File: config.mk
export PLATFORM = sky130hd
export DESIGN_NAME = core_start_ctrl
export DESIGN_NICKNAME = d
export VERILOG_FILES = /design/src/rtl/core_start_pkg.sv /design/src/rtl/cst_aux_decode.sv /design/src/rtl/cst_core_slot.sv /design/src/rtl/core_start_ctrl.sv
export SDC_FILE = /design/constraint.sdc
export NUM_CORES = 1
export LEC_CHECK = 0
export BUFFER_PORTS_ARGS = -buffer_cell sky130_fd_sc_hd__buf_4
export CAP_MARGIN = 5
export CORE_MARGIN = 8
export CORE_UTILIZATION = 48
export CTS_CLUSTER_DIAMETER = 200
export CTS_CLUSTER_SIZE = 24
export DETAILED_ROUTE_END_ITERATION = 12
export HOLD_SLACK_MARGIN = 0.12
export PLACE_DENSITY = 0.83
export SLEW_MARGIN = 30
export SYNTH_ARGS = -nofsm -noshare
export SYNTH_HDL_FRONTEND = slang
export SYNTH_SLANG_ARGS = --single-unit
File: constraint.sdc
create_clock -name clk -period 2.2 [get_ports clk]
set_clock_uncertainty 0.1 [all_clocks]
set_input_delay 0 -clock clk [delete_from_list [all_inputs] [get_ports clk]]
set_output_delay 0 -clock clk [all_outputs]
set_load 0.05 [all_outputs]
File: src/rtl/core_start_pkg.sv
package core_start_pkg;

    localparam int unsigned WORD_W  = 32;
    localparam int unsigned OP_W    = 8;
    localparam int unsigned IDX_LSB = OP_W;
    localparam int unsigned IDX_W   = WORD_W - IDX_LSB;

    localparam logic [OP_W-1:0] OPC_LOAD_PC = 8'h01;
    localparam logic [OP_W-1:0] OPC_RELEASE = 8'h02;

    typedef enum logic [1:0] {
        CMD_NONE    = 2'd0,
        CMD_LOAD_PC = 2'd1,
        CMD_RELEASE = 2'd2
    } cs_kind_e;

    typedef struct packed {
        cs_kind_e           kind;
        logic [IDX_W-1:0]   idx;
    } cs_cmd_t;

    function automatic cs_cmd_t cs_decode(input logic [WORD_W-1:0] word);
        cs_cmd_t c;
        c.idx = word[WORD_W-1:IDX_LSB];
        case (word[OP_W-1:0])
            OPC_LOAD_PC: c.kind = CMD_LOAD_PC;
            OPC_RELEASE: c.kind = CMD_RELEASE;
            default:     c.kind = CMD_NONE;
        endcase
        return c;
    endfunction

endpackage

File: src/rtl/cst_aux_decode.sv
module cst_aux_decode
    import core_start_pkg::*;
#(
    parameter int unsigned          NUM_CORES  = 4,
    parameter int unsigned          AUX_ADDR_W = 12,
    parameter logic [AUX_ADDR_W-1:0] PARAM_ADDR = 12'h0A0,
    parameter logic [AUX_ADDR_W-1:0] CMD_ADDR   = 12'h0A1
) (
    input  logic                  clk,
    input  logic                  rst,
    input  logic                  aux_we,
    input  logic [AUX_ADDR_W-1:0] aux_addr,
    input  logic [WORD_W-1:0]     aux_wdata,
    output logic [WORD_W-1:0]     param_q,
    output logic [NUM_CORES-1:0]  sel_load,
    output logic [NUM_CORES-1:0]  sel_release
);

    logic    param_wr;
    logic    cmd_wr;
    cs_cmd_t cmd;

    assign param_wr = aux_we && (aux_addr == PARAM_ADDR);
    assign cmd_wr   = aux_we && (aux_addr == CMD_ADDR);
    assign cmd      = cs_decode(aux_wdata);

    always_ff @(posedge clk) begin
        if (rst) begin
            param_q <= '0;
        end else if (param_wr) begin
            param_q <= aux_wdata;
        end
    end

    for (genvar c = 0; c < NUM_CORES; c++) begin : g_sel
        logic hit;
        assign hit            = cmd_wr && (cmd.idx == IDX_W'(c));
        assign sel_load[c]    = hit && (cmd.kind == CMD_LOAD_PC);
        assign sel_release[c] = hit && (cmd.kind == CMD_RELEASE);
    end

endmodule

File: src/rtl/cst_core_slot.sv
module cst_core_slot
    import core_start_pkg::*;
#(
    parameter bit                BOOT      = 1'b0,
    parameter logic [WORD_W-1:0] RESET_VEC = 32'h0000_1000
) (
    input  logic              clk,
    input  logic              rst,
    input  logic              load,
    input  logic              release_req,
    input  logic [WORD_W-1:0] param,
    output logic [WORD_W-1:0] pc,
    output logic              run,
    output logic              start
);

    localparam logic [WORD_W-1:0] PC_INIT = BOOT ? RESET_VEC : '0;

    logic armed;

    always_ff @(posedge clk) begin
        if (rst) begin
            pc    <= PC_INIT;
            run   <= BOOT;
            armed <= 1'b0;
            start <= 1'b0;
        end else begin
            start <= 1'b0;
            if (!run) begin
                if (load) begin
                    pc    <= param;
                    armed <= 1'b1;
                end else if (release_req && armed) begin
                    run   <= 1'b1;
                    start <= 1'b1;
                end
            end
        end
    end

endmodule

File: src/rtl/core_start_ctrl.sv
module core_start_ctrl
    import core_start_pkg::*;
#(
    parameter int unsigned          NUM_CORES  = 4,
    parameter int unsigned          AUX_ADDR_W = 12,
    parameter logic [AUX_ADDR_W-1:0] PARAM_ADDR = 12'h0A0,
    parameter logic [AUX_ADDR_W-1:0] CMD_ADDR   = 12'h0A1,
    parameter logic [WORD_W-1:0]    RESET_VEC  = 32'h0000_1000
) (
    input  logic                        clk,
    input  logic                        rst,
    input  logic                        aux_we,
    input  logic [AUX_ADDR_W-1:0]       aux_addr,
    input  logic [WORD_W-1:0]           aux_wdata,
    output logic [NUM_CORES*WORD_W-1:0] core_pc,
    output logic [NUM_CORES-1:0]        core_run,
    output logic [NUM_CORES-1:0]        core_start
);

    logic [WORD_W-1:0]    param_q;
    logic [NUM_CORES-1:0] sel_load;
    logic [NUM_CORES-1:0] sel_release;

    cst_aux_decode #(
        .NUM_CORES  (NUM_CORES),
        .AUX_ADDR_W (AUX_ADDR_W),
        .PARAM_ADDR (PARAM_ADDR),
        .CMD_ADDR   (CMD_ADDR)
    ) u_dec (
        .clk         (clk),
        .rst         (rst),
        .aux_we      (aux_we),
        .aux_addr    (aux_addr),
        .aux_wdata   (aux_wdata),
        .param_q     (param_q),
        .sel_load    (sel_load),
        .sel_release (sel_release)
    );

    for (genvar c = 0; c < NUM_CORES; c++) begin : g_core
        cst_core_slot #(
            .BOOT      (c == 0),
            .RESET_VEC (RESET_VEC)
        ) u_slot (
            .clk         (clk),
            .rst         (rst),
            .load        (sel_load[c]),
            .release_req (sel_release[c]),
            .param       (param_q),
            .pc          (core_pc[c*WORD_W +: WORD_W]),
            .run         (core_run[c]),
            .start       (core_start[c])
        );
    end

endmodule

[After elaboration in Yosys (flattened, before gate mapping)]
Cells that the tools add are included.
Word-level totals
  register bits: 172
  input bits: 47
  output and inout port bits: 136
  word-level logic and storage cells: 69
Cells by class
  eq/ne operators: 9
  muxes and demuxes: 12
  bitwise gates (word level): 4
  reduce and logical (&&, ||, !) cells: 27
Operator list (number)
  $eq 24x2->1 const B: 2
  $eq 12x8->1 const B: 2
  $eq 24x1->1 const B: 1
  $logic_not 24->1: 1
  $logic_and 1x1->1: 18
  $mux 1: 11
  $eq 8x1->1 const B: 1
  $eq 8x2->1 const B: 1
  $reduce_and 2->1: 4
  $reduce_or 2->1: 4
  $not 1->1: 4
  $pmux 2 s2: 1
  $eq 2x1->1 const B: 1
  $eq 2x2->1 const B: 1

[Logic depth before layout (Yosys ltp)]
  word-level depth: 8
  gate-level depth with buffers: 6
  gate-level depth less buffers: 4

[By module]
A second synthesis with hierarchy kept.
Second synthesis, totals
  cells, all modules: 784
  area, all modules: 7592.3 um2
By module, submodules not included
  cst_core_slot at g_core[1].u_slot ...: instances 3, cells each 153, area each 1541.5 um2, seq. area each 700.7 um2
  cst_core_slot at g_core[0].u_slot: instances 1, cells each 153, area each 1659.1 um2, seq. area each 700.7 um2
  cst_aux_decode: instances 1, cells each 172, area each 1308.8 um2, seq. area each 640.6 um2

[Least setup slack after synthesis]
OpenSTA, ideal clock, no wires.
  kind: input to register
  start point: input aux_wdata[4]
  end point: register g_core[0].u_slot.pc[2]
  setup time: 0.121 ns
  data arrival time: 1.497 ns
  data required time: 1.979 ns
  setup slack: 0.483 ns
  stages: 6
  buffers on the path: 2
  cells stage by stage: or4_1 > buf_2 > nor4b_4 > nand4_4 > buf_6 > mux2i_1
Between the ends
  longest elaborated chain between the ends: 5
  elaborated cells on any way between the ends: 6
  those cells by class: 3 x eq/ne; 1 x mux; 2 x reduce/logical
Ends and longest elaborated chain
  from (decl): line core_start_ctrl.sv:14  | input logic [WORD_W-1:0] aux_wdata,
  $eq 8x2->1 / $eq 8x1->1 (equally long branches): line core_start_pkg.sv:25  | case (word[OP_W-1:0])
  $pmux 2 s2 (*): line core_start_pkg.sv:25
  $eq 2x1->1 (*): line cst_aux_decode.sv:38  | assign sel_load[c] = hit && (cmd.kind == CMD_LOAD_PC);
  $logic_and 1x1->1 (*): line cst_aux_decode.sv:38
  $reduce_and 2->1 (no line) (*)
  to (signal assigned): line cst_core_slot.sv:31  | pc <= param;
  to (decl): line cst_core_slot.sv:12  | output logic [WORD_W-1:0] pc,
Every way passes the cells marked *; elsewhere a longest branch is shown, timed or not.
A chain may end at the register's enable or synchronous reset.

[Worst setup path in the final report]
  start point: input aux_wdata[4]
  end point: register g_core[1].u_slot.pc[17]
Between the ends
  longest elaborated chain between the ends: 5
  elaborated cells on any way between the ends: 6
  those cells by class: 3 x eq/ne; 1 x mux; 2 x reduce/logical
Ends and longest elaborated chain (line)
  $eq 8x2->1 / $eq 8x1->1 (equally long branches): core_start_pkg.sv:25
  $pmux 2 s2 (*): core_start_pkg.sv:25
  $eq 2x1->1 (*): cst_aux_decode.sv:38
  $logic_and 1x1->1 (*): cst_aux_decode.sv:38
  $reduce_and 2->1 (no line) (*)
  to (signal assigned): cst_core_slot.sv:31
  to (decl): cst_core_slot.sv:12
Marked as above.

==> flow_summary.yaml <==
sta:
  fmax_mhz: 477
  rsz0062_at_grt: "false"
  max-slew-margin-rel_pct: 65.7
  worstMarginPinSlew_ns: 0.514
  drv_slew: 0
  hold_viol_final: 0
  finalSetupViolCount: 0
  hold_slack_ns: 0.221
  finalCriticalPeriod_ns: 2.10
  fin_setup_tns_ns: 0
  period_share_pct: 95.3
clock_network:
  cts_resized: 0
  path_clk_slew_ns: 0.06
  cts_hold_buf: 55
  clk_path_buf_depth: 2
  cts_tree: "built"
  numCtsBuffers: 17
  htreeDepth: 4
  cts_setup_buffers: 0
  clk_latency_ns: 0.42
  clockRootBuffer: "clkbuf_16"
  cts.sinks: 172
global_routing:
  grt_usage_pct: 19.8
  grt_pass1_wl_mm: 28.9
  antenna_found_initial: 0
  grt_max_degree: 121
  grt_remaining_overflow: 0
  grt_pass1_vias: 5570
power_and_ir_drop:
  leakagePower_uw: 0.00467
  power_uw: 6290
  p_per_area_mw_per_mm2: 660
  ir_drop_uv: 451
drt:
  antenna_left: 0
  drc: 0
  wl_per_cell_microns: 17.1
  drt_first_pass_iters: 5
  drtIter0Drc: 283
  vias: 5205
  vias_per_cell: 4.97
  wirelength_mm: 17.9
place:
  io_buffers: 182
  placed_cell_area_sq_mm: 0.00840
  place.gp.congestion: 0.747
  dp.cells: 961
  place_hpwl_mm: 12.1
synth:
  synth_cells: 632
  yosysSeqAreaShare_pct: 49.5
  synth_edf_count: 0
  synth-seq-cells: 172
  async_flop_share_pct: 0
  synth_top_flop_cell: "dfxtp_1"
  syn_area_per_cell_sq_um: 11.0
  ys_types: 31
  ys_warn_count: 0
  syn_area_sq_mm: 0.00696
  syn_nets: 679
die:
  die_w_microns: 136
  core-area_sq_mm: 0.0144
  die_area_sq_mm: 0.0186
  die_y_microns: 136
  start_util_pct: 48.4
  rows: 44
  io_pins: 183
worst_setup_path:
  reg2reg_to: "g_core[1].u_slot.pc[17]"
  critPathMaxFanout: 15
  r2r_slack_ns: 0.69
  r2r_cells: 4
  cp-start-kind: "primary input"
  worstSetupEndpoint: "g_core[1].u_slot.pc[17]"
  critPathLaunch: "aux_wdata[4]"
  cp.required_ns: 2.39
  arrival_ns: 2.28
  r2r_start: "g_core[1].u_slot.run"
  crit_path_end_kind: "flip-flop"
  path_class: "in -> reg"
finish:
  final_cell_mix: "190 x buf_4, 172 x dfxtp_1, 165 x nand2b_1"
  nets: 898
  fin_cells: 1048
  layout.cells.most_common: "buf_4"
  synthToLayoutAreaGrowth_pct: 37.0
  final_area_sq_mm: 0.00953
  drive_above_1_share_pct: 27.3
  n_antenna_cell: 0
hold_path:
  holdPathStages: 5
  hp-class: "in -> reg"
run_status:
  status: "finished, final reports clean"
job:
  maxCapViolCount: 0
-- Yosys cell counts (4+ instances only) --
cell type | n | share of area [%]
clkbuf_1 | 23 | 1.2
buf_2 | 6 | 0.43
a21oi_1 | 4 | 0.29
nand2b_1 | 165 | 15
buf_4 | 8 | 0.86
dfxtp_1 | 172 | 49
nand4_4 | 4 | 1.2
nor4_1 | 8 | 0.72
mux2i_1 | 160 | 23
inv_1 | 5 | 0.27
buf_6 | 12 | 1.9
nor2_1 | 37 | 2.0
-- where the power goes --
part	switching (uW)	internal, uW
logic	94.2	147
registers	0.0312	3110
clock network	1200	1740
-- cell families (layout without fill, tap and decap cells) --
| kind of cell | Yosys count | after routing | synth area share, % |
|---|---|---|---|
| muxes | 160 | 160 | 23.0 |
| and+or+nand+nor | 237 | 237 | 22.0 |
| buffers and inverters | 55 | 287 | 4.80 |
| DFF | 172 | 172 | 49.5 |
| AOI/OAI and AO/OA | 8 | 8 | 0.665 |
-- cell type report --
class,instances,area [sq um]
clock inverters,9,111
fillers,1079,4840
flip-flops and latches,172,3440
multi-input cells,405,3180
inverters,5,18.8
clock buffers,23,468
well taps,184,230
repair buffers,250,2080
-- metrics by stage --
step                      setup slack [ns]  utilization, %
final                                0.104            66.3
after global routing                0.0227            66.3
after CTS                            0.142            66.3
after detailed placement             0.269            58.5
after global placement               0.301            58.5
after floorplan                      0.483               -
-- worst min-delay path by stage --
| stage | startpoint | endpoint |
|---|---|---|
| 4_1_cts | aux_addr[0] | u_dec.param_q[27] |
| 5_1_grt | aux_addr[0] | u_dec.param_q[31] |
| 6_report | aux_addr[0] | u_dec.param_q[31] |
| 3_5_place_dp | aux_wdata[27] | u_dec.param_q[27] |
| 3_3_place_gp | aux_wdata[29] | u_dec.param_q[29] |
| 2_1_floorplan | aux_wdata[0] | u_dec.param_q[0] |
-- routing by layer --
layer | GRT usage (%) | part of all wire, % | vias to the layer above
met5 | 0 | 0 | -
met4 | 7.99 | 0.99 | 0
met3 | 6.80 | 7.9 | 15
met2 | 31.8 | 48 | 150
met1 | 23.7 | 43 | 2486
li1 | - | - | 2554
-- state kept, by name, summed over array words and instances, names as in the netlist --
| name | cells |
|---|---|
| g_core.u_slot.pc | 128 |
| u_dec.param_q | 32 |
| g_core.u_slot.armed | 4 |
| g_core.u_slot.run | 4 |
| g_core.u_slot.start | 4 |
-- critical path, stage by stage --
cell	delay [ns]
dlygate4sd3_1	0.53
buf_4	0.14
or4_1	0.52
buf_4	0.20
nor4_4	0.31
nand4_4	0.13
buf_4	0.28
mux2i_1	0.16
Note: power is estimated with default switching activity, not from simulation.
